<file path="config.mk">
export PLATFORM = sky130hd
export DESIGN_NAME = irqagg_top
export DESIGN_NICKNAME = d
export VERILOG_FILES = /design/src/rtl/irqagg_pkg.sv /design/src/rtl/irqagg_decode.sv /design/src/rtl/irqagg_word_regs.sv /design/src/rtl/irqagg_readmux.sv /design/src/rtl/irqagg_top.sv
export SDC_FILE = /design/constraint.sdc
export NUM_CORES = 1
export LEC_CHECK = 0
export CORE_MARGIN = 10
export CORE_UTILIZATION = 45
export DETAILED_ROUTE_END_ITERATION = 8
export GPL_TIMING_DRIVEN = 0
export PLACE_DENSITY = 0.67
export SLEW_MARGIN = 40
export SYNTH_ARGS = -nofsm -noshare
export SYNTH_HDL_FRONTEND = slang
export SYNTH_SLANG_ARGS = --single-unit
export TNS_END_PERCENT = 30
</file>
<file path="constraint.sdc">
create_clock -name clk -period 2.9 [get_ports clk]
set_clock_uncertainty 0.15 [all_clocks]
set_input_delay 0.87 -clock clk [delete_from_list [all_inputs] [get_ports clk]]
set_output_delay 0.87 -clock clk [all_outputs]
set_load 0.005 [all_outputs]
</file>
<file path="src/rtl/irqagg_pkg.sv">
`timescale 1ns/1ps
package irqagg_pkg;
  localparam int SRC_NUM = 64;
  localparam int WORD_W  = 32;
  localparam int WORDS   = SRC_NUM / WORD_W;
  localparam int IDX_W   = $clog2(SRC_NUM);
  localparam int LVL_NUM = 21;
  localparam int ADDR_W  = 8;

  localparam logic [ADDR_W-1:0] CAUSE_BASE = 8'h00;
  localparam logic [ADDR_W-1:0] MASK_BASE  = 8'h20;
  localparam logic [ADDR_W-1:0] DB_ADDR    = 8'h30;

  // offset of word w within a bank of consecutive 32-bit registers
  function automatic logic [ADDR_W-1:0] word_addr(input logic [ADDR_W-1:0] base, input int w);
    return base + ADDR_W'(4 * w);
  endfunction

  // doorbell data names a real source only below SRC_NUM
  function automatic logic db_in_range(input logic [WORD_W-1:0] d);
    return d < WORD_W'(SRC_NUM);
  endfunction

  function automatic logic [SRC_NUM-1:0] onehot_src(input logic [IDX_W-1:0] idx);
    return SRC_NUM'(1) << idx;
  endfunction
endpackage

</file>
<file path="src/rtl/irqagg_decode.sv">
`timescale 1ns/1ps
module irqagg_decode
  import irqagg_pkg::*;
(
  input  logic              reg_valid,
  input  logic              reg_write,
  input  logic [ADDR_W-1:0] reg_addr,
  input  logic [WORD_W-1:0] reg_wdata,
  output logic [SRC_NUM-1:0] clr_vec,
  output logic [WORDS-1:0]  mask_we,
  output logic              db_fire,
  output logic [IDX_W-1:0]  db_idx
);
  logic wr;
  assign wr = reg_valid && reg_write;

  for (genvar w = 0; w < WORDS; w++) begin : g_dec
    assign clr_vec[w*WORD_W +: WORD_W] =
      (wr && reg_addr == word_addr(CAUSE_BASE, w)) ? reg_wdata : '0;
    assign mask_we[w] = wr && reg_addr == word_addr(MASK_BASE, w);
  end

  assign db_fire = wr && reg_addr == DB_ADDR && db_in_range(reg_wdata);
  assign db_idx  = reg_wdata[IDX_W-1:0];
endmodule

</file>
<file path="src/rtl/irqagg_word_regs.sv">
`timescale 1ns/1ps
module irqagg_word_regs #(
  parameter int W = 32
) (
  input  logic         clk,
  input  logic         rst_n,
  input  logic [W-1:0] clr,
  input  logic [W-1:0] set,
  input  logic         mask_we,
  input  logic [W-1:0] wdata,
  output logic [W-1:0] cause_q,
  output logic [W-1:0] mask_q
);
  // a set arriving in the same cycle as a clear of that bit wins
  always_ff @(posedge clk or negedge rst_n) begin
    if (!rst_n) begin
      cause_q <= '0;
      mask_q  <= '1;
    end else begin
      cause_q <= (cause_q & ~clr) | set;
      if (mask_we) mask_q <= wdata;
    end
  end
endmodule

</file>
<file path="src/rtl/irqagg_readmux.sv">
`timescale 1ns/1ps
module irqagg_readmux
  import irqagg_pkg::*;
(
  input  logic               rd_en,
  input  logic [ADDR_W-1:0]  reg_addr,
  input  logic [SRC_NUM-1:0] cause_q,
  input  logic [SRC_NUM-1:0] mask_q,
  output logic [WORD_W-1:0]  reg_rdata
);
  always_comb begin
    reg_rdata = '0;
    if (rd_en) begin
      for (int w = 0; w < WORDS; w++) begin
        if (reg_addr == word_addr(CAUSE_BASE, w)) reg_rdata = cause_q[w*WORD_W +: WORD_W];
        if (reg_addr == word_addr(MASK_BASE, w))  reg_rdata = mask_q[w*WORD_W +: WORD_W];
      end
    end
  end
endmodule

</file>
<file path="src/rtl/irqagg_top.sv">
`timescale 1ns/1ps
module irqagg_top
  import irqagg_pkg::*;
#(
  parameter int LVL_NUM = irqagg_pkg::LVL_NUM
) (
  input  logic               clk,
  input  logic               rst_n,
  input  logic [LVL_NUM-1:0] wired_in,
  input  logic               reg_valid,
  input  logic               reg_write,
  input  logic [ADDR_W-1:0]  reg_addr,
  input  logic [WORD_W-1:0]  reg_wdata,
  output logic [WORD_W-1:0]  reg_rdata,
  output logic               irq_out
);
  // named internal events, observed by the bound checker
  logic [SRC_NUM-1:0] clr_vec;
  logic [SRC_NUM-1:0] set_vec;
  logic [SRC_NUM-1:0] cause_q;
  logic [SRC_NUM-1:0] mask_q;
  logic [WORDS-1:0]   mask_we;
  logic               db_fire;
  logic [IDX_W-1:0]   db_idx;
  logic               pend_any;

  irqagg_decode u_dec (
    .reg_valid (reg_valid),
    .reg_write (reg_write),
    .reg_addr  (reg_addr),
    .reg_wdata (reg_wdata),
    .clr_vec   (clr_vec),
    .mask_we   (mask_we),
    .db_fire   (db_fire),
    .db_idx    (db_idx)
  );

  assign set_vec = (db_fire ? onehot_src(db_idx) : '0) | SRC_NUM'(wired_in);

  for (genvar w = 0; w < WORDS; w++) begin : g_word
    irqagg_word_regs #(.W(WORD_W)) u_regs (
      .clk     (clk),
      .rst_n   (rst_n),
      .clr     (clr_vec[w*WORD_W +: WORD_W]),
      .set     (set_vec[w*WORD_W +: WORD_W]),
      .mask_we (mask_we[w]),
      .wdata   (reg_wdata),
      .cause_q (cause_q[w*WORD_W +: WORD_W]),
      .mask_q  (mask_q[w*WORD_W +: WORD_W])
    );
  end

  irqagg_readmux u_rd (
    .rd_en     (reg_valid && !reg_write),
    .reg_addr  (reg_addr),
    .cause_q   (cause_q),
    .mask_q    (mask_q),
    .reg_rdata (reg_rdata)
  );

  assign pend_any = |(cause_q & ~mask_q);

  always_ff @(posedge clk or negedge rst_n) begin
    if (!rst_n) irq_out <= 1'b0;
    else        irq_out <= pend_any;
  end
endmodule

</file>
== Word level (Yosys, flattened, before mapping) ==
Cells that the tools add are included.
Storage, ports and cells
  register bits: 129
  bits in latches: 0
  RAM bits: 0
  ROM bits: 0
  bits of input ports: 65
  output and inout port bits: 33
  word-level logic and storage cells: 39
  memories: 0
Operators by class
  add/sub/neg operators: 0
  multipliers: 0
  div/mod/pow operators: 0
  magnitude comparators: 1
  equal/unequal tests: 4
  shifts and indexed selects: 1
  mux-type cells: 8
  bitwise gates (word level): 9
  reductions and logical operators: 11
Operators with widths (count)
  32-bit 2-to-1 mux: 7
  32-bit bitwise AND: 2
  64-bit bitwise AND: 1
  64-bit 2-to-1 mux: 1
  32-bit NOT: 2
  64-bit NOT: 1
  32-bit OR: 2
  64-bit by 21-bit OR with 64-bit output: 1
  64-bit OR reduction: 1
  1-bit by 6-bit left shift with 64-bit output, first input constant: 1
  32-bit by 7-bit < comparator with 1-bit output, second input constant: 1
  8-bit by 6-bit equality test with 1-bit output, second input constant: 3
  8-bit by 3-bit equality test with 1-bit output, second input constant: 1
  1-bit logical AND: 8
  8-bit logical NOT: 1
  1-bit logical NOT: 1

== Longest topological paths before layout ==
  word-level depth: 6
  gate-level depth with buffers: 6
  mapped depth without buffers: 4

== By module ==
Synthesis repeated with hierarchy kept, for this count alone.
Unflattened totals
  cell total of the unflattened synthesis: 730
  area, all modules: 8177.8 um^2
Modules (own cells, without submodules)
  irqagg_word_regs: instances 2, cells an instance 164, area each 2546.2 um^2, seq. area each 1641.6 um^2
  irqagg_top: instances 1, cells an instance 188, area each 1127.3 um^2, seq. area each 25.0 um^2
  irqagg_readmux: instances 1, cells an instance 79, area each 1031.0 um^2, seq. area each 0.0 um^2
  irqagg_decode: instances 1, cells an instance 135, area each 927.1 um^2, seq. area each 0.0 um^2

== Least setup slack after synthesis ==
Ideal clock, no wire load.
  path type: input to output
  start point: in reg_addr[4]
  end point: out reg_rdata[20]
  arrival: 2.143 ns
  data required time: 1.880 ns
  path slack: -0.263 ns
  stages: 6
  cells stage by stage: nor3_1 and4b_1 clkbuf_1 buf_1 nand2_1 a211oi_1
On the way
  longest elaborated chain between the ends: 6
Ends and longest elaborated chain
  from (decl): line irqagg_top.sv:12  | input logic [ADDR_W-1:0] reg_addr,
  8-bit logical NOT: line irqagg_readmux.sv:15  | if (reg_addr == word_addr(CAUSE_BASE, w)) reg_rdata = cause_q[w*WORD_W +: WORD_W];
  32-bit 2-to-1 mux: line irqagg_readmux.sv:15
  32-bit 2-to-1 mux: line irqagg_readmux.sv:16  | if (reg_addr == word_addr(MASK_BASE, w)) reg_rdata = mask_q[w*WORD_W +: WORD_W];
  32-bit 2-to-1 mux: line irqagg_readmux.sv:15
  32-bit 2-to-1 mux (*): line irqagg_readmux.sv:16
  32-bit 2-to-1 mux (*): line irqagg_readmux.sv:13  | if (rd_en) begin
  to (decl): line irqagg_top.sv:14  | output logic [WORD_W-1:0] reg_rdata,
Mark *: on every way between the ends. The rest lies on a longest branch, timed or not.

== Worst setup path after layout ==
  start point: in reg_addr[6]
  end point: out reg_rdata[0]
The elaborated chain is that of the path after synthesis.

==> results.toml <==
[clocking]
clock_latency_ns = 0.44
clkTransAtPathRegs_ns = 0.06
cts_buffers = 17
cts_root_buffer = "clkbuf_16"
cts_sinks = 129
cts_htree_levels = 4
cts_buffer_depth = 2
cts_tree = "built"

[finish]
antennaDiodeCount = 0
nFillCells = 1334
num-nets-final = 975
area_growth_pct = 36.1
finalInstanceArea_mm2 = 0.00998
final_layout_size_suffix_gt1_frac = 0.361

[power]
power_density_mw_per_mm2 = 429
power_w = 0.00428
p_leak_nw = 4.08
ir_worst_vdd_v = 0.000484

[grt]
grt_pass1_wl_um = 45400
gr-usage-met3 = 0.0653
grt_usage = 0.273
grt_use_met2 = 0.427
grt_pass1_vias = 7381
grt_start_max_net_pins = 68
grtUsageMet1 = 0.341
antenna_found_initial = 0
grt-busiest-layer = "met2"
overflow = 0

[flow_run]
drv_cap = 0

[timing]
setup-violations-final = 33
slew_viol_final = 0
fmax_mhz = 295
fin_ws_ns = -0.484
rsz0062_at_grt = "yes"
finalCriticalPeriod_ns = 3.38
tns_ns = -12.19
hold-worst-slack_ns = 0.218
worstMarginPinSlew_ns = 0.767
fin_crit_sh = 1.17
finalHoldViolCount = 0
maxSlewHeadroom = 0.489

[routing]
ant_nets = 0
vias = 7313
wire_per_inst_um = 26.9
viasPerCell = 6.43
drc = 0
wl_um = 30600
drt_first_pass_iters = 6
drt_iter0_drc = 906

[die]
die_x_um = 148
num_rows = 46
io_pins = 98
die_area_mm2 = 0.0218
start_util = 0.460
coreArea_mm2 = 0.0159
fp.dieH_um = 148

[placed_design]
postPlaceCellArea_mm2 = 0.00882
dp_hpwl_um = 21000
place.gp.congestion = 0.960
portBuffers = 95

[run_status]
status = "complete, but fails checks"
violations = "setup timing"

[logic_synthesis]
ys_async_sr_fraction = 1.00
yosysWarnings = 0
synth_edf_count = 0
synth_nets = 842
yosys_register_bits = 129
yosys.area.top_type = "dfstp_2"
yosys-top-cells-area = "dfstp_2 (23%), dfrtp_1 (22%), mux2_2 (8.4%)"
yosysUniqueCellTypes = 35
syn_inst = 777
synth_top_cell_area_share = 0.229
synth_commonest_cells = "nand2_1 (74), nor2_1 (73), dfrtp_1 (65), dfstp_2 (64), o21ai_0 (57)"
synth_ff_type = "dfrtp_1"
yosysSeqAreaShare = 0.451
avgSynthCellArea_um2 = 9.44
synth_area_mm2 = 0.00734
synth.most_common_cell = "nand2_1"

[setup_path]
worstSetupPathType = "in -> out"
critPathLaunchType = "primary input"
critPathCaptureType = "output pin"
cp.required_ns = 1.88
r2r_end = "irq_out$_DFF_PN0_"
timing.rr.start = "g_word[0].u_regs.mask_q[8]$_DFFE_PN1P_"
worstPathArrival_ns = 2.36
r2r_slack_ns = 0.72
reg2reg_depth = 4
critical_path.max_fanout = 5

[worst_hold_path]
hold_path_class = "in -> async"
-- critical path: stages --
cell,delay [ns]
buf_6,0.11
nor3_4,0.21
and4b_1,0.25
clkbuf_8,0.15
buf_8,0.12
clkbuf_16,0.15
nand2_4,0.05
a211oi_4,0.28
buf_2,0.16
-- routing by layer --
layer	vias up	wire, um
li1	3092	-
met5	-	0
met1	3672	12100
met2	456	14100
met4	0	1540
met3	93	2860
-- metrics by stage --
stage	setup WS, ns	cells	util
finish	-0.484	1138	0.626
global route	-0.510	1138	0.626
CTS	-0.418	1138	0.613
detailed placement	-1.58	1089	0.553
global placement	-4.29	1088	0.551
floorplan	-0.0232	777	-
-- layout by cell type (no fill, tap or decap), types with 16 or more instances in the layout --
cell type,synthesis,routed
o41ai_1,32,23
inv_1,48,48
dfstp_2,64,64
o21ai_0,57,54
nand2b_1,51,50
buf_2,9,38
clkbuf_16,0,21
nor2_1,73,70
nand4_1,25,25
a21oi_1,21,21
a2bb2oi_1,31,16
a211oi_2,0,29
nand2_1,74,66
clkbuf_1,41,25
dfrtp_1,65,65
o2111ai_1,16,16
o21ai_1,18,21
mux2_2,55,55
clkdlybuf4s50_1,0,46
-- state kept, by name, summed over array words and instances (netlist names) --
register / count
g_word.u_regs.cause_q: 64
g_word.u_regs.mask_q: 64
irq_out: 1
-- where the power goes --
group	internal (W)	total, W	switching [W]
sequential	0.00185	0.00187	0.0000201
combinational	0.000160	0.000408	0.000247
clock	0.00119	0.00201	0.000819
total	0.00319	0.00428	0.00109
-- cell type report --
cell class / count / area [um2] / share of cell area
plain buffers: 58 / 482 / 0.0483
clock buffers: 24 / 462 / 0.0462
clock inverters: 7 / 62.6 / 0.00627
inverters: 48 / 180 / 0.0180
multi-input cells: 542 / 4120 / 0.413
flip-flops and latches: 129 / 3310 / 0.331
well taps: 216 / 270 / 0.0271
repair buffers: 114 / 1090 / 0.110
-- repair_timing --
item                       CTS  global route
setup endpoints to repair  113            93
hold buffers                 0             0
gates cloned                 5             1
setup buffers               14             1
gates resized for setup    254            65
pin swaps                   30            23
-- kinds of logic (layout without fill, tap and decap cells) --
kind of cell,after synthesis,count (layout),share of synthesized area
and+or+nand+nor,270,270,0.195
AOI/OAI and AO/OA,207,207,0.193
DFF,129,129,0.451
buffers and inverters,106,251,0.0614
muxes,65,65,0.0998
-- how the worst max path moves through the flow --
stage                            from                                      to  slack (ns)
final                     reg_addr[6]                            reg_rdata[0]       -0.48
after global routing      reg_addr[0]                           reg_rdata[11]       -0.51
after CTS                 reg_addr[7]                            reg_rdata[0]       -0.42
after detailed placement  reg_addr[2]                            reg_rdata[0]       -1.58
after global placement          rst_n  g_word[0].u_regs.cause_q[27]$_DFF_PN0_       -4.29
after floorplan           reg_addr[3]                            reg_rdata[0]       -0.02
(Power assumes the default switching activity.)
